## src/rtl/irqc_pkg.sv

```systemverilog
package irqc_pkg;
  localparam int FLAG_W   = 8;
  localparam int BIT_WD   = 7;
  localparam int BIT_ALM  = 6;
  localparam int BIT_BATT = 4;

  typedef struct packed {
    logic wd;
    logic alm;
    logic batt;
  } irqc_flags_t;

  function automatic logic [FLAG_W-1:0] pack_flags(irqc_flags_t f);
    logic [FLAG_W-1:0] v;
    v = '0;
    v[BIT_WD]   = f.wd;
    v[BIT_ALM]  = f.alm;
    v[BIT_BATT] = f.batt;
    return v;
  endfunction
endpackage

```

## src/rtl/irqc_read_qual.sv

```systemverilog
module irqc_read_qual #(
  parameter int ADDR_W = 8,
  parameter logic [ADDR_W-1:0] FLAG_ADDR = 8'h30,
  parameter int HOLD_CYC = 3
) (
  input  logic              clk,
  input  logic              rst_n,
  input  logic              rd_en,
  input  logic [ADDR_W-1:0] rd_addr,
  output logic              hit,
  output logic              clr_pulse
);
  localparam int CW = $clog2(HOLD_CYC + 1);
  localparam logic [CW-1:0] LAST = CW'(HOLD_CYC - 1);
  localparam logic [CW-1:0] SAT  = CW'(HOLD_CYC);

  logic [CW-1:0] cnt;

  assign hit       = rd_en && (rd_addr == FLAG_ADDR);
  assign clr_pulse = hit && (cnt == LAST);

  always_ff @(posedge clk) begin
    if (!rst_n)          cnt <= '0;
    else if (!hit)       cnt <= '0;
    else if (cnt != SAT) cnt <= cnt + 1'b1;
  end
endmodule

```

## src/rtl/irqc_flag_bank.sv

```systemverilog
module irqc_flag_bank
  import irqc_pkg::*;
(
  input  logic        clk,
  input  logic        rst_n,
  input  logic        alarm_evt,
  input  logic        alm_clr,
  input  logic        wd_timeout,
  input  logic        wd_rearm,
  input  logic        batt_chk_valid,
  input  logic        batt_chk_low,
  output irqc_flags_t flags
);
  always_ff @(posedge clk) begin
    if (!rst_n) begin
      flags <= '0;
    end else begin
      if (alarm_evt)    flags.alm <= 1'b1;
      else if (alm_clr) flags.alm <= 1'b0;
      if (wd_timeout)    flags.wd <= 1'b1;
      else if (wd_rearm) flags.wd <= 1'b0;
      if (batt_chk_valid) flags.batt <= batt_chk_low;
    end
  end
endmodule

```

## src/rtl/irqc_pin_mux.sv

```systemverilog
module irqc_pin_mux
  import irqc_pkg::*;
(
  input  irqc_flags_t flags,
  input  logic        alm_en,
  input  logic        wd_steer,
  input  logic        ftest_en,
  input  logic        sqw_in,
  output logic        drive_low
);
  logic irq_active;
  logic ft_allowed;

  always_comb begin
    irq_active = (flags.alm && alm_en) || (flags.wd && wd_steer);
    ft_allowed = ftest_en && !alm_en && !wd_steer;
    drive_low  = irq_active || (ft_allowed && !sqw_in);
  end
endmodule

```

## src/rtl/irq_flag_ctrl.sv

```systemverilog
module irq_flag_ctrl
  import irqc_pkg::*;
#(
  parameter int ADDR_W = 8,
  parameter logic [ADDR_W-1:0] FLAG_ADDR = 8'h30,
  parameter int HOLD_CYC = 3
) (
  input  logic              clk,
  input  logic              rst_n,
  input  logic              alarm_evt,
  input  logic              wd_timeout,
  input  logic              wd_rearm,
  input  logic              batt_chk_valid,
  input  logic              batt_chk_low,
  input  logic              alm_en,
  input  logic              wd_steer,
  input  logic              ftest_en,
  input  logic              sqw_in,
  input  logic              rd_en,
  input  logic [ADDR_W-1:0] rd_addr,
  output logic [FLAG_W-1:0] rd_data,
  output logic              irq_drive_low
);
  logic        rd_hit;
  logic        alm_clr;
  irqc_flags_t flags_q;

  irqc_read_qual #(.ADDR_W(ADDR_W), .FLAG_ADDR(FLAG_ADDR), .HOLD_CYC(HOLD_CYC)) u_qual (
    .clk(clk), .rst_n(rst_n), .rd_en(rd_en), .rd_addr(rd_addr),
    .hit(rd_hit), .clr_pulse(alm_clr)
  );

  irqc_flag_bank u_bank (
    .clk(clk), .rst_n(rst_n), .alarm_evt(alarm_evt), .alm_clr(alm_clr),
    .wd_timeout(wd_timeout), .wd_rearm(wd_rearm),
    .batt_chk_valid(batt_chk_valid), .batt_chk_low(batt_chk_low),
    .flags(flags_q)
  );

  irqc_pin_mux u_mux (
    .flags(flags_q), .alm_en(alm_en), .wd_steer(wd_steer),
    .ftest_en(ftest_en), .sqw_in(sqw_in), .drive_low(irq_drive_low)
  );

  assign rd_data = rd_hit ? pack_flags(flags_q) : '0;
endmodule

```

## config.mk

```make
export PLATFORM = sky130hd
export DESIGN_NAME = irq_flag_ctrl
export DESIGN_NICKNAME = d
export VERILOG_FILES = /design/src/rtl/irqc_pkg.sv /design/src/rtl/irqc_read_qual.sv /design/src/rtl/irqc_flag_bank.sv /design/src/rtl/irqc_pin_mux.sv /design/src/rtl/irq_flag_ctrl.sv
export SDC_FILE = /design/constraint.sdc
export NUM_CORES = 1
export LEC_CHECK = 0
export BUFFER_PORTS_ARGS = -buffer_cell sky130_fd_sc_hd__buf_2
export CORE_AREA = 2 2 39 41
export DETAILED_ROUTE_END_ITERATION = 10
export DIE_AREA = 0 0 41 43
export PLACE_DENSITY_LB_ADDON = 0.2
export REMOVE_ABC_BUFFERS = 1
export SYNTH_ARGS = -nofsm -noshare
export SYNTH_HDL_FRONTEND = slang
export SYNTH_SLANG_ARGS = --single-unit
```

## constraint.sdc

```tcl
create_clock -name clk -period 3.3 [get_ports clk]
set_input_delay 0.99 -clock clk [delete_from_list [all_inputs] [get_ports clk]]
set_output_delay 0.99 -clock clk [all_outputs]
set_load 0.02 [all_outputs]
```

# Word-level counts from Yosys, hierarchy flattened
# Cells that the tools add are included.
[op_classes]
n_addsub = 1
n_mul = 0
div_mod_pow = 0
n_lt_le_gt_ge = 0
eq_ne = 3
shift = 0
mux = 5
n_bitwise = 0
n_reduce_logical = 15
[op_table]
columns = ["op", "n"]
rows = [
  ["$eq A8 B6 Y1 const B", 1],
  ["$mux W8", 1],
  ["$logic_and A1 B1 Y1", 7],
  ["$mux W1", 4],
  ["$reduce_bool A2 Y1", 2],
  ["$logic_not A1 Y1", 3],
  ["$add A2 B1 Y2 const B", 1],
  ["$eq A2 B2 Y1 const B", 1],
  ["$logic_or A1 B1 Y1", 2],
  ["$ne A2 B2 Y1 const B", 1],
  ["$reduce_and A2 Y1", 1],
]
[totals]
reg_bits = 5
latch_bits = 0
mem_bits_rw = 0
mem_bits_ro = 0
inputBits = 20
output_inout_bits = 9
elab_cells = 28
mem_count = 0

# Logic depth before layout (Yosys ltp)
# Gate-level depths: netlist of run 1.
[depth]
depth_word = 5
depth_mapped = 4

# By module
# A second synthesis of run 1 with hierarchy kept.
[hier_totals]
hier_cells = 37
hier_area_um2 = 330.3
[modules_own_cells]
columns = ["mod", "instances", "cells_per_inst", "area_per_inst_um2"]
rows = [
  ["irqc_read_qual", 1, 17, 141.4],
  ["irqc_flag_bank", 1, 9, 103.8],
  ["irq_flag_ctrl", 1, 9, 60.1],
  ["irqc_pin_mux", 1, 2, 25.0],
]

# Least setup slack after synthesis of run 1
# No wires, ideal clock.
[synth_timing]
kind = "input to output"
from = "in rd_addr[1]"
to = "out rd_data[4]"
arrival_time_ps = 2017
slack_ps = 293
stages = 3
path_cell_list = "or4_4 -> nor4_4 -> and2_2"
[synth_between]
elab_chain_cells = 3
[synth_rtl]
columns = ["item", "line", "source"]
rows = [
  ["start, declared", "irq_flag_ctrl.sv:20", "input logic [ADDR_W-1:0] rd_addr,"],
  ["$eq A8 B6 Y1", "irqc_read_qual.sv:19", "assign hit = rd_en && (rd_addr == FLAG_ADDR);"],
  ["$logic_and A1 B1 Y1", "irqc_read_qual.sv:19", ""],
  ["$mux W8", "irq_flag_ctrl.sv:45", "assign rd_data = rd_hit ? pack_flags(flags_q) : '0;"],
  ["end, declared", "irq_flag_ctrl.sv:21", "output logic [FLAG_W-1:0] rd_data,"],
]
# No other way between the ends.

# Worst setup path in the final report of run 1
# Ends and elaborated chain as after synthesis.

==> results of run 1 <==
-- power groups by stage --
stage,Sequential (mW),Combinational (mW),Clock [mW]
6_report,0.0643,0.0275,0.0693
5_1_grt,0.0646,0.0308,0.0779
4_1_cts,0.0643,0.0277,0.0732
3_5_place_dp,0.0654,0.0276,0
3_3_place_gp,0.0655,0.0275,0
2_1_floorplan,0.0650,0.0137,0
-- worst max-delay path by stage --
stage                 end        from
2_1_floorplan  rd_data[4]  rd_addr[1]
3_3_place_gp   rd_data[4]  rd_addr[1]
3_5_place_dp   rd_data[4]  rd_addr[1]
4_1_cts        rd_data[4]  rd_addr[1]
5_1_grt        rd_data[4]  rd_addr[1]
6_report       rd_data[4]  rd_addr[1]
-- cells by family (layout without fill, tap and decap cells) --
kind of cell,count (synthesis),count (layout),synth area share [%]
compound gates,5,5,9.67
buf+inv,6,29,12.3
other cells,1,5,1.11
mux,1,1,2.97
simple gates,15,15,34.2
fa+ha+maj,2,2,7.43
flops,5,5,29.7
xor+xnor,1,1,2.60
-- cell type report --
cell class | instances | area [um^2] | share of cell area, %
flip-flops and latches | 5 | 100 | 20.6
clock buffers | 4 | 26.3 | 5.41
multi-input cells | 29 | 210 | 43.3
well taps | 16 | 20.0 | 4.12
repair buffers | 24 | 125 | 25.8
inverters | 1 | 3.75 | 0.773
-- sequential cells by signal, summed over array words and instances (netlist names) --
| signal | count |
|---|---|
| u_bank.flags | 3 |
| u_qual.cnt | 2 |
-- worst register-to-register path, stage by stage, from the launching register on --
cell	delay, ns
dfxtp_1	0.36
inv_1	0.06
ha_1	0.27
o21ai_0	0.14
and3_1	0.17
-- routing by layer --
| metal | wire length, um | share of wire (%) | track usage [%] |
|---|---|---|---|
| met1 | 273 | 42 | 8.04 |
| met2 | 296 | 45 | 10.0 |
| met3 | 84 | 13 | 6.28 |
| met4 | 0 | 0 | 2.00 |
| met5 | 0 | 0 | 0 |
-- placed cells by master, fill, tap and decap left out, drive strengths merged, types with 2 or more instances in the layout --
| master | synthesis | layout |
|---|---|---|
| clkbuf | 0 | 4 |
| and3 | 2 | 2 |
| nand2 | 2 | 2 |
| o21ai | 2 | 2 |
| conb | 1 | 5 |
| and2 | 3 | 3 |
| nor2b | 2 | 2 |
| nor4b | 2 | 2 |
| dfxtp | 5 | 5 |
| ha | 2 | 2 |
| buf | 5 | 24 |
-- metrics by stage --
step	utilization [%]	area [um^2]	cells	worst slack (ns)	hold slack, ns
6_report	35.1	485	79	0.0644	0.507
4_1_cts	34.4	475	78	0.0305	0.514
2_1_floorplan	-	314	35	0.293	0.474
3_5_place_dp	32.5	449	74	0.0303	0.501
3_3_place_gp	32.5	449	74	0.0330	0.508
5_1_grt	35.1	485	79	0.00128	0.540
-- repair_timing --
| action | CTS | global route |
|---|---|---|
| setup buffers | 0 | 1 |
| resized for setup | 0 | 1 |
| setup endpoints to repair | 0 | 3 |
==> results by group, run 1 <==
Clocking
  – H-tree lvl count: 1
  – Total CTS buffers: 3
  – CTS sink count: 5
  – Worst-skew pair later-pin latency: 0.24 ns
  – Root Driver: clkbuf_4
  – TritonCTS clock tree: done
  – Max clock buf depth: 2
  – Worst-path clk slew: 0.04 ns
  – Hold_buf cts: 0

Power
  – Net Sw Power: 39.4 uW
  – Pint: 122 uW
  – Sequential Power Share: 39.9%
  – Total Power: 161 uW
  – Pwr Density: 332 nW/um^2
  – Sw frac: 24.5%
  – Clock power frac: 43.0%
  – Gate power share: 17.1%
  – Peak supply drop: 0.000215 V
  – Leak: 0.251 nW

Setup path
  – CP Launch Type: primary input
  – Crit-path slowest cell: or4_4
  – Reg2reg start: u_qual.cnt[0]
  – Crit-path cells: buf_2 -> or4_4 -> nor4_4 -> and2_2 -> buf_2
  – CP most frequent cell: buf_2
  – Worst Path Class, Setup: primary input to primary output
  – Max Fanout on Critical Path: 4
  – Critical R2R Capture: u_qual.cnt[1]
  – Worst Setup End Kind: primary output
  – Worst path buffer plus inverter count: 2
  – WP data required: 2.31 ns
  – Critical path's top delay family: simple AND/OR/NAND/NOR gates
  – Crit path DAT: 2.25 ns
  – R2r setup slk: 2.25 ns
  – Reg2reg path depth: 4
  – Levels on crit path: 5
  – Worst path max stage delay: 0.54 ns

Finish
  – Share of layout cells above drive strength 1: 50.8%
  – Nets: 86
  – Synth-to-layout area growth: 44.2%
  – Fillers: 157
  – Antenna diode count: 0

Route
  – Residual DRC count: 0
  – Post-route ant nets: 0
  – DR pass1 iterations: 2
  – Drt via density: 4.22
  – WL per Instance: 8.28 um
  – Drt total wl: 654 um
  – Via count: 333
  – DRT iter0 DRCs: 2

Synthesis
  – Ys flop type: dfxtp_1
  – Netlist cell types: 20
  – Ys async rst share: 0%
  – Sequential share of the synthesized area: 29.7%
  – Post-synth top cells: buf_4, dfxtp_1, and2_2
  – Synth Instances: 36
  – YS warnings: 0
  – Area leader, netlist: dfxtp_1
  – Top post-synthesis cells by area: dfxtp_1, buf_4, ha_1, and2_2, nor4_4
  – Synth top area share: 29.7%
  – Cell area after synthesis: 337 um^2
  – Synth Register Bits: 5
  – Avg Cell Area, Syn: 9.35 um^2
  – Post-synth EDFFs: 0

Floorplanning
  – IO Count: 29
  – Die ar.: 1760 um^2
  – Die Span Y: 43 um
  – Core Region: 1380 um^2
  – Die X: 41 um
  – Initial Util: 24.3%
  – Cell Rows: 14

Job
  – Max Cap Viol: 0

Placed design
  – PortBufs: 23
  – Placer congestion estimate: 0.650

Min path
  – Hold_sp: u_bank.flags[0]
  – Hold Path End: u_bank.flags[0]
  – HP Class: flip-flop to flip-flop
  – Hold depth: 2

Global routing
  – Total grt overflow: 0
  – Vias in the first global route: 233
  – Initial antenna violation count: 0
  – GRT Total Usage: 7.23%
  – First-pass GRT wire length: 834 um
  – Pin count of the biggest net entering global routing: 6

Timing
  – F_max: 0.309 GHz
  – Setup TNS: 0 ns
  – RSZ-0062 raised after global routing: no
  – Fin. max-slew vios: 0
  – Clock period minus worst slack: 3.24 ns
  – Final hold vios: 0
  – Clock skew: 0.00128 ns
  – Fin crit share: 98.0%
  – # setup viols final: 0

Outcome
  – Status: finished clean
(Power assumes the default switching activity.)
==> run 2: changes to the inputs <==
--- a/config.mk
+++ b/config.mk
@@ -12,3 +12,2 @@
 export PLACE_DENSITY_LB_ADDON = 0.2
-export REMOVE_ABC_BUFFERS = 1
 export SYNTH_ARGS = -nofsm -noshare
--- a/constraint.sdc
+++ b/constraint.sdc
@@ -3,2 +3,2 @@
 set_output_delay 0.99 -clock clk [all_outputs]
-set_load 0.02 [all_outputs]
+set_load 0.005 [all_outputs]
==> run 2 against run 1 <==
- combinational power down 18%
- non-clock buffer count down 1
- sequential power about the same
- cell count down 1.3%
- total power down 1.7%
- design area down 2.1%
- clock power up 3.3%
- critical path depth unchanged
- count of clock-buffer cells in the layout unchanged
- setup slack better by 0.026 ns
- fmax up 0.81%
- critical path type unchanged
- critical endpoint is now rd_data[6]
- largest cell class unchanged
==> results by group, run 2 (synthesis results as in run 1) <==
Outcome
  – Status: finished clean (unchanged)

Finish
  – Post-route insts no fill: 78 (was 79)
  – Fillers: 150 (was 157)
  – Most frequent cells in the layout: buf_2, conb_1, dfxtp_1 (unchanged)
  – Most flops, register: u_bank.flags (unchanged)
  – Leading cell type in the layout, fill and taps excluded: buf_2 (unchanged)
  – Synth-to-layout area growth: 41.3% (was 44.2%)
  – Largest regs: u_bank.flags (3), u_qual.cnt (2) (unchanged)
  – Max reg flops: 3 (unchanged)
  – Antenna diode count: 0 (unchanged)
  – Share of layout cells above drive strength 1: 50.0% (was 50.8%)
  – Nets: 85 (was 86)

Floorplanning
  – Die ar.: 1760 um^2 (unchanged)
  – Initial Util: 24.3% (unchanged)
  – Core Region: 1380 um^2 (unchanged)
  – Die Span Y: 43 um (unchanged)
  – Cell Rows: 14 (unchanged)
  – IO Count: 29 (unchanged)
  – Die X: 41 um (unchanged)

Route
  – Drt total wl: 698 um (was 654 um)
  – DRT iter0 DRCs: 2 (unchanged)
  – Post-route ant nets: 0 (unchanged)
  – DR pass1 iterations: 2 (unchanged)
  – WL per Instance: 8.95 um (was 8.28 um)
  – Residual DRC count: 0 (unchanged)
  – Drt via density: 4.26 (was 4.22)
  – Via count: 332 (was 333)

Placed design
  – Placed cell count: 74 (unchanged)
  – Placer congestion estimate: 0.674 (was 0.650)
  – Post-DP HPWL: 565 um
  – PortBufs: 23 (unchanged)

Clocking
  – Post-CTS setup buffer count: 0 (unchanged)
  – CTS resizes: 0 (unchanged)
  – Worst-path clk slew: 0.04 ns (about the same)
  – Worst-skew pair later-pin latency: 0.24 ns (about the same)
  – H-tree lvl count: 1 (unchanged)
  – CTS sink count: 5 (unchanged)
  – Hold_buf cts: 0 (unchanged)
  – TritonCTS clock tree: done (unchanged)
  – Max clock buf depth: 2 (unchanged)
  – Root Driver: clkbuf_4 (unchanged)
  – Total CTS buffers: 3 (unchanged)

Timing
  – Final hold vios: 0 (unchanged)
  – Fin. max-slew vios: 0 (unchanged)
  – Clock period minus worst slack: 3.21 ns (was 3.24 ns)
  – Setup TNS: 0 ns (unchanged)
  – WHS: 0.504 ns (was 0.507 ns)
  – RSZ-0062 raised after global routing: no (unchanged)
  – Fin crit share: 97.3% (was 98.0%)
  – F_max: 0.312 GHz (was 0.309 GHz)
  – Clock skew: 0.0000259 ns (was 0.00128 ns)
  – # setup viols final: 0 (unchanged)

Global routing
  – GRT Total Usage: 9.44% (was 7.23%)
  – Initial antenna violation count: 0 (unchanged)
  – Vias in the first global route: 287 (was 233)
  – First-pass GRT wire length: 1.04 mm (was 834 um)
  – Total grt overflow: 0 (unchanged)
  – Pin count of the biggest net entering global routing: 6 (unchanged)

Setup path
  – Critical R2R Capture: u_qual.cnt[1] (unchanged)
  – CP Launch Point: rd_addr[1] (unchanged)
  – Crit path DAT: 2.22 ns (was 2.25 ns)
  – R2r setup slk: 2.25 ns (about the same)
  – WP data required: 2.31 ns (about the same)
  – Worst Path Class, Setup: primary input to primary output (unchanged)
  – Reg2reg path depth: 4 (unchanged)
  – CP Launch Type: primary input (unchanged)
  – Max Fanout on Critical Path: 5 (was 4)
  – Worst Setup End Kind: primary output (unchanged)
  – Worst setup path end: rd_data[6] (was rd_data[4])
  – Reg2reg start: u_qual.cnt[0] (unchanged)

Min path
  – HP Class: flip-flop to flip-flop (unchanged)

Job
  – Max Cap Viol: 0 (unchanged)

Power
  – Total Power: 158 uW (was 161 uW)
  – Pwr Density: 333 nW/um^2 (was 332 nW/um^2)
  – Leak: 0.246 nW (was 0.251 nW)
  – Peak supply drop: 0.000221 V (was 0.000215 V)
## run 2: final cells by class
cell class | count | area (um^2) | area share [%]
clock buffers | 4 | 26.3 | 5.53
inverters | 1 | 3.75 | 0.789
multi-input cells | 29 | 210 | 44.2
flip-flops and latches | 5 | 100 | 21.1
well taps | 16 | 20.0 | 4.21
repair buffers | 23 | 115 | 24.2
## run 2: worst min path at each step
| stage | start | end | cells after the start |
|---|---|---|---|
| floorplan | u_bank.flags[0] | u_bank.flags[0] | 2 |
| finish | u_bank.flags[0] | u_bank.flags[0] | 2 |
| CTS | u_bank.flags[0] | u_bank.flags[0] | 2 |
| detailed placement | u_bank.flags[0] | u_bank.flags[0] | 2 |
| global placement | u_bank.flags[0] | u_bank.flags[0] | 2 |
| global route | u_bank.flags[0] | u_bank.flags[0] | 2 |
## run 2: per-stage QoR
step                util (%)  worst slack, ns  instance area [um^2]
CTS                     34.4           0.0619                   475
global placement        32.5            0.102                   449
detailed placement      32.5           0.0637                   449
global route            34.4           0.0187                   475
finish                  34.4           0.0904                   475
floorplan                  -            0.351                   352
## run 2: report_power, final
| group | internal (mW) | switching, mW |
|---|---|---|
| Combinational | 0.0130 | 0.00948 |
| Sequential | 0.0630 | 0.00137 |
| Clock | 0.0458 | 0.0258 |
| Total | 0.122 | 0.0366 |
## run 2: critical path, stage by stage
cell    delay [ns]
buf_2         0.10
or4_4         0.54
nor4_4        0.30
and2_2        0.19
buf_2         0.10
## run 2: routing by layer
| metal | share of wire (%) | track usage, % |
|---|---|---|
| met4 | 0.57 | 4.00 |
| met5 | 0 | 0 |
| met2 | 51 | 14.7 |
| met1 | 37 | 8.36 |
| met3 | 12 | 7.85 |
==> run 3: changes to the inputs <==
==> constraint.sdc (replaced) <==
create_clock -name clk -period 3.3 [get_ports clk]
set_input_delay 0.66 -clock clk [delete_from_list [all_inputs] [get_ports clk]]
set_output_delay 0.66 -clock clk [all_outputs]
set_load 0.005 [all_outputs]
==> run 3 against run 2 <==
- core utilization did not move
- wire length rose by 5.2%
- sequential cell count did not move
- count of clock-buffer cells in the layout did not move
- clock power rose by 2%
- global-route usage rose by 0.80 points
- cell count did not move
- total power rose by 1.0%
- critical path type unchanged
- largest cell class unchanged
==> results by group, run 3 (synthesis results as in run 1) <==
Outcome
  – Status: finished clean (unchanged)

Clocking
  – Post-CTS setup buffer count: 0 (unchanged)
  – CTS resizes: 0 (unchanged)
  – H-tree lvl count: 1 (unchanged)
  – Worst-path clk slew: 0.05 ns (was 0.04 ns)
  – Worst-skew pair later-pin latency: 0.24 ns (about the same)
  – Hold_buf cts: 0 (unchanged)
  – CTS sink count: 5 (unchanged)
  – Root Driver: clkbuf_4 (unchanged)
  – Max clock buf depth: 2 (unchanged)
  – Total CTS buffers: 3 (unchanged)
  – TritonCTS clock tree: done (unchanged)

Placed design
  – PortBufs: 23 (unchanged)
  – Pre-CTS WS: 0.724 ns (was 0.0637 ns)
  – Area after DPL: 449 um^2 (unchanged)
  – Placed cell count: 74 (unchanged)
  – Placer congestion estimate: 0.674 (about the same)

Power
  – Pwr Density: 337 nW/um^2 (was 333 nW/um^2)
  – Leak: 0.246 nW (unchanged)
  – Peak supply drop: 0.000198 V (was 0.000221 V)
  – Total Power: 160 uW (was 158 uW)

Timing
  – F_max: 0.390 GHz (was 0.312 GHz)
  – Setup TNS: 0 ns (unchanged)
  – Worst Slack Setup Final: 0.733 ns (was 0.0904 ns)
  – RSZ-0062 raised after global routing: no (unchanged)
  – Clock period minus worst slack: 2.57 ns (was 3.21 ns)
  – Fin. max-slew vios: 0 (unchanged)
  – Clock skew: 0.0000347 ns (was 0.0000259 ns)
  – Fin crit share: 77.8% (was 97.3%)
  – Final hold vios: 0 (unchanged)
  – # setup viols final: 0 (unchanged)
  – WHS: 0.501 ns (was 0.504 ns)

Setup path
  – Max Fanout on Critical Path: 5 (unchanged)
  – Worst Path Class, Setup: primary input to primary output (unchanged)
  – Crit path DAT: 1.91 ns (was 2.22 ns)
  – R2r setup slk: 2.24 ns (was 2.25 ns)
  – WP data required: 2.64 ns (was 2.31 ns)
  – Worst Setup End Kind: primary output (unchanged)
  – CP Launch Type: primary input (unchanged)

Route
  – Drt total wl: 734 um (was 698 um)
  – DRT iter0 DRCs: 1 (was 2)
  – Post-route ant nets: 0 (unchanged)
  – DR pass1 iterations: 2 (unchanged)
  – WL per Instance: 9.41 um (was 8.95 um)
  – Drt via density: 4.24 (was 4.26)
  – Via count: 331 (was 332)
  – Residual DRC count: 0 (unchanged)

Floorplanning
  – Cell Rows: 14 (unchanged)
  – IO Count: 29 (unchanged)
  – Die Span Y: 43 um (unchanged)
  – Die ar.: 1760 um^2 (unchanged)
  – Die X: 41 um (unchanged)
  – Core Region: 1380 um^2 (unchanged)
  – Initial Util: 24.3% (unchanged)

Global routing
  – Initial antenna violation count: 0 (unchanged)
  – Pin count of the biggest net entering global routing: 6 (unchanged)
  – First-pass GRT wire length: 1.12 mm (was 1.04 mm)
  – Layer with the highest usage: met2 (unchanged)
  – GRT Total Usage: 10.2% (was 9.44%)
  – Vias in the first global route: 319 (was 287)
  – Total grt overflow: 0 (unchanged)
  – GR Util met2: 15.3% (was 14.7%)
  – Met3 Track Usage GR: 7.85% (unchanged)
  – Met1 Usage GRT: 9.32% (was 8.36%)

Finish
  – Most flops, register: u_bank.flags (unchanged)
  – Leading cell type in the layout, fill and taps excluded: buf_2 (unchanged)
  – Synth-to-layout area growth: 41.3% (unchanged)
  – Final core utilization: 34.4% (unchanged)
  – Design area: 475 um^2 (unchanged)
  – Most frequent cells in the layout: buf_2, conb_1, dfxtp_1 (unchanged)
  – Sequential Area: 100 um^2 (unchanged)
  – Largest regs: u_bank.flags (3), u_qual.cnt (2) (unchanged)
  – Share of layout cells above drive strength 1: 50.0% (unchanged)
  – Post-route insts no fill: 78 (unchanged)
  – Max reg flops: 3 (unchanged)
  – Nets: 85 (unchanged)
  – Multi-input gate area: 210 um^2 (unchanged)
  – Fillers: 161 (was 150)
  – Antenna diode count: 0 (unchanged)

Min path
  – HP Class: flip-flop to flip-flop (unchanged)

Job
  – Max Cap Viol: 0 (unchanged)
-- run 3: cell counts in the layout (fill, tap and decap cells not counted) --
Identical to the previous run, type by type.
-- run 3: critical path: stages --
cell	delay, ns
buf_2	0.10
or4_4	0.54
nor4_4	0.32
and2_2	0.19
buf_2	0.10
-- run 3: path summary, 6_finish.rpt --
path,start,endpoint,depth (start not counted)
max,rd_addr[1],rd_data[6],5
min reg2reg,u_bank.flags[0],u_bank.flags[0],2
min,u_bank.flags[0],u_bank.flags[0],2
max reg2reg,u_qual.cnt[0],u_qual.cnt[1],4
-- run 3: routing by layer --
layer  wire length (um)  part of all wire (%)
met5                  0                     0
met4                  4                  0.54
met3                 86                    12
met2                359                    49
met1                284                    39
-- run 3: report_power, final --
| part | leakage [nW] | switching (mW) | internal, mW |
|---|---|---|---|
| sequential | 0.0411 | 0.00140 | 0.0630 |
| combinational | 0.190 | 0.00951 | 0.0130 |
| clock | 0.0150 | 0.0273 | 0.0459 |
| total | 0.246 | 0.0382 | 0.122 |
-- run 3: area by class of cell --
class                   instances  area share (%)
multi-input cells              29            44.2
repair buffers                 23            24.2
flip-flops and latches          5            21.1
clock buffers                   4            5.53
well taps                      16            4.21
inverters                       1           0.789
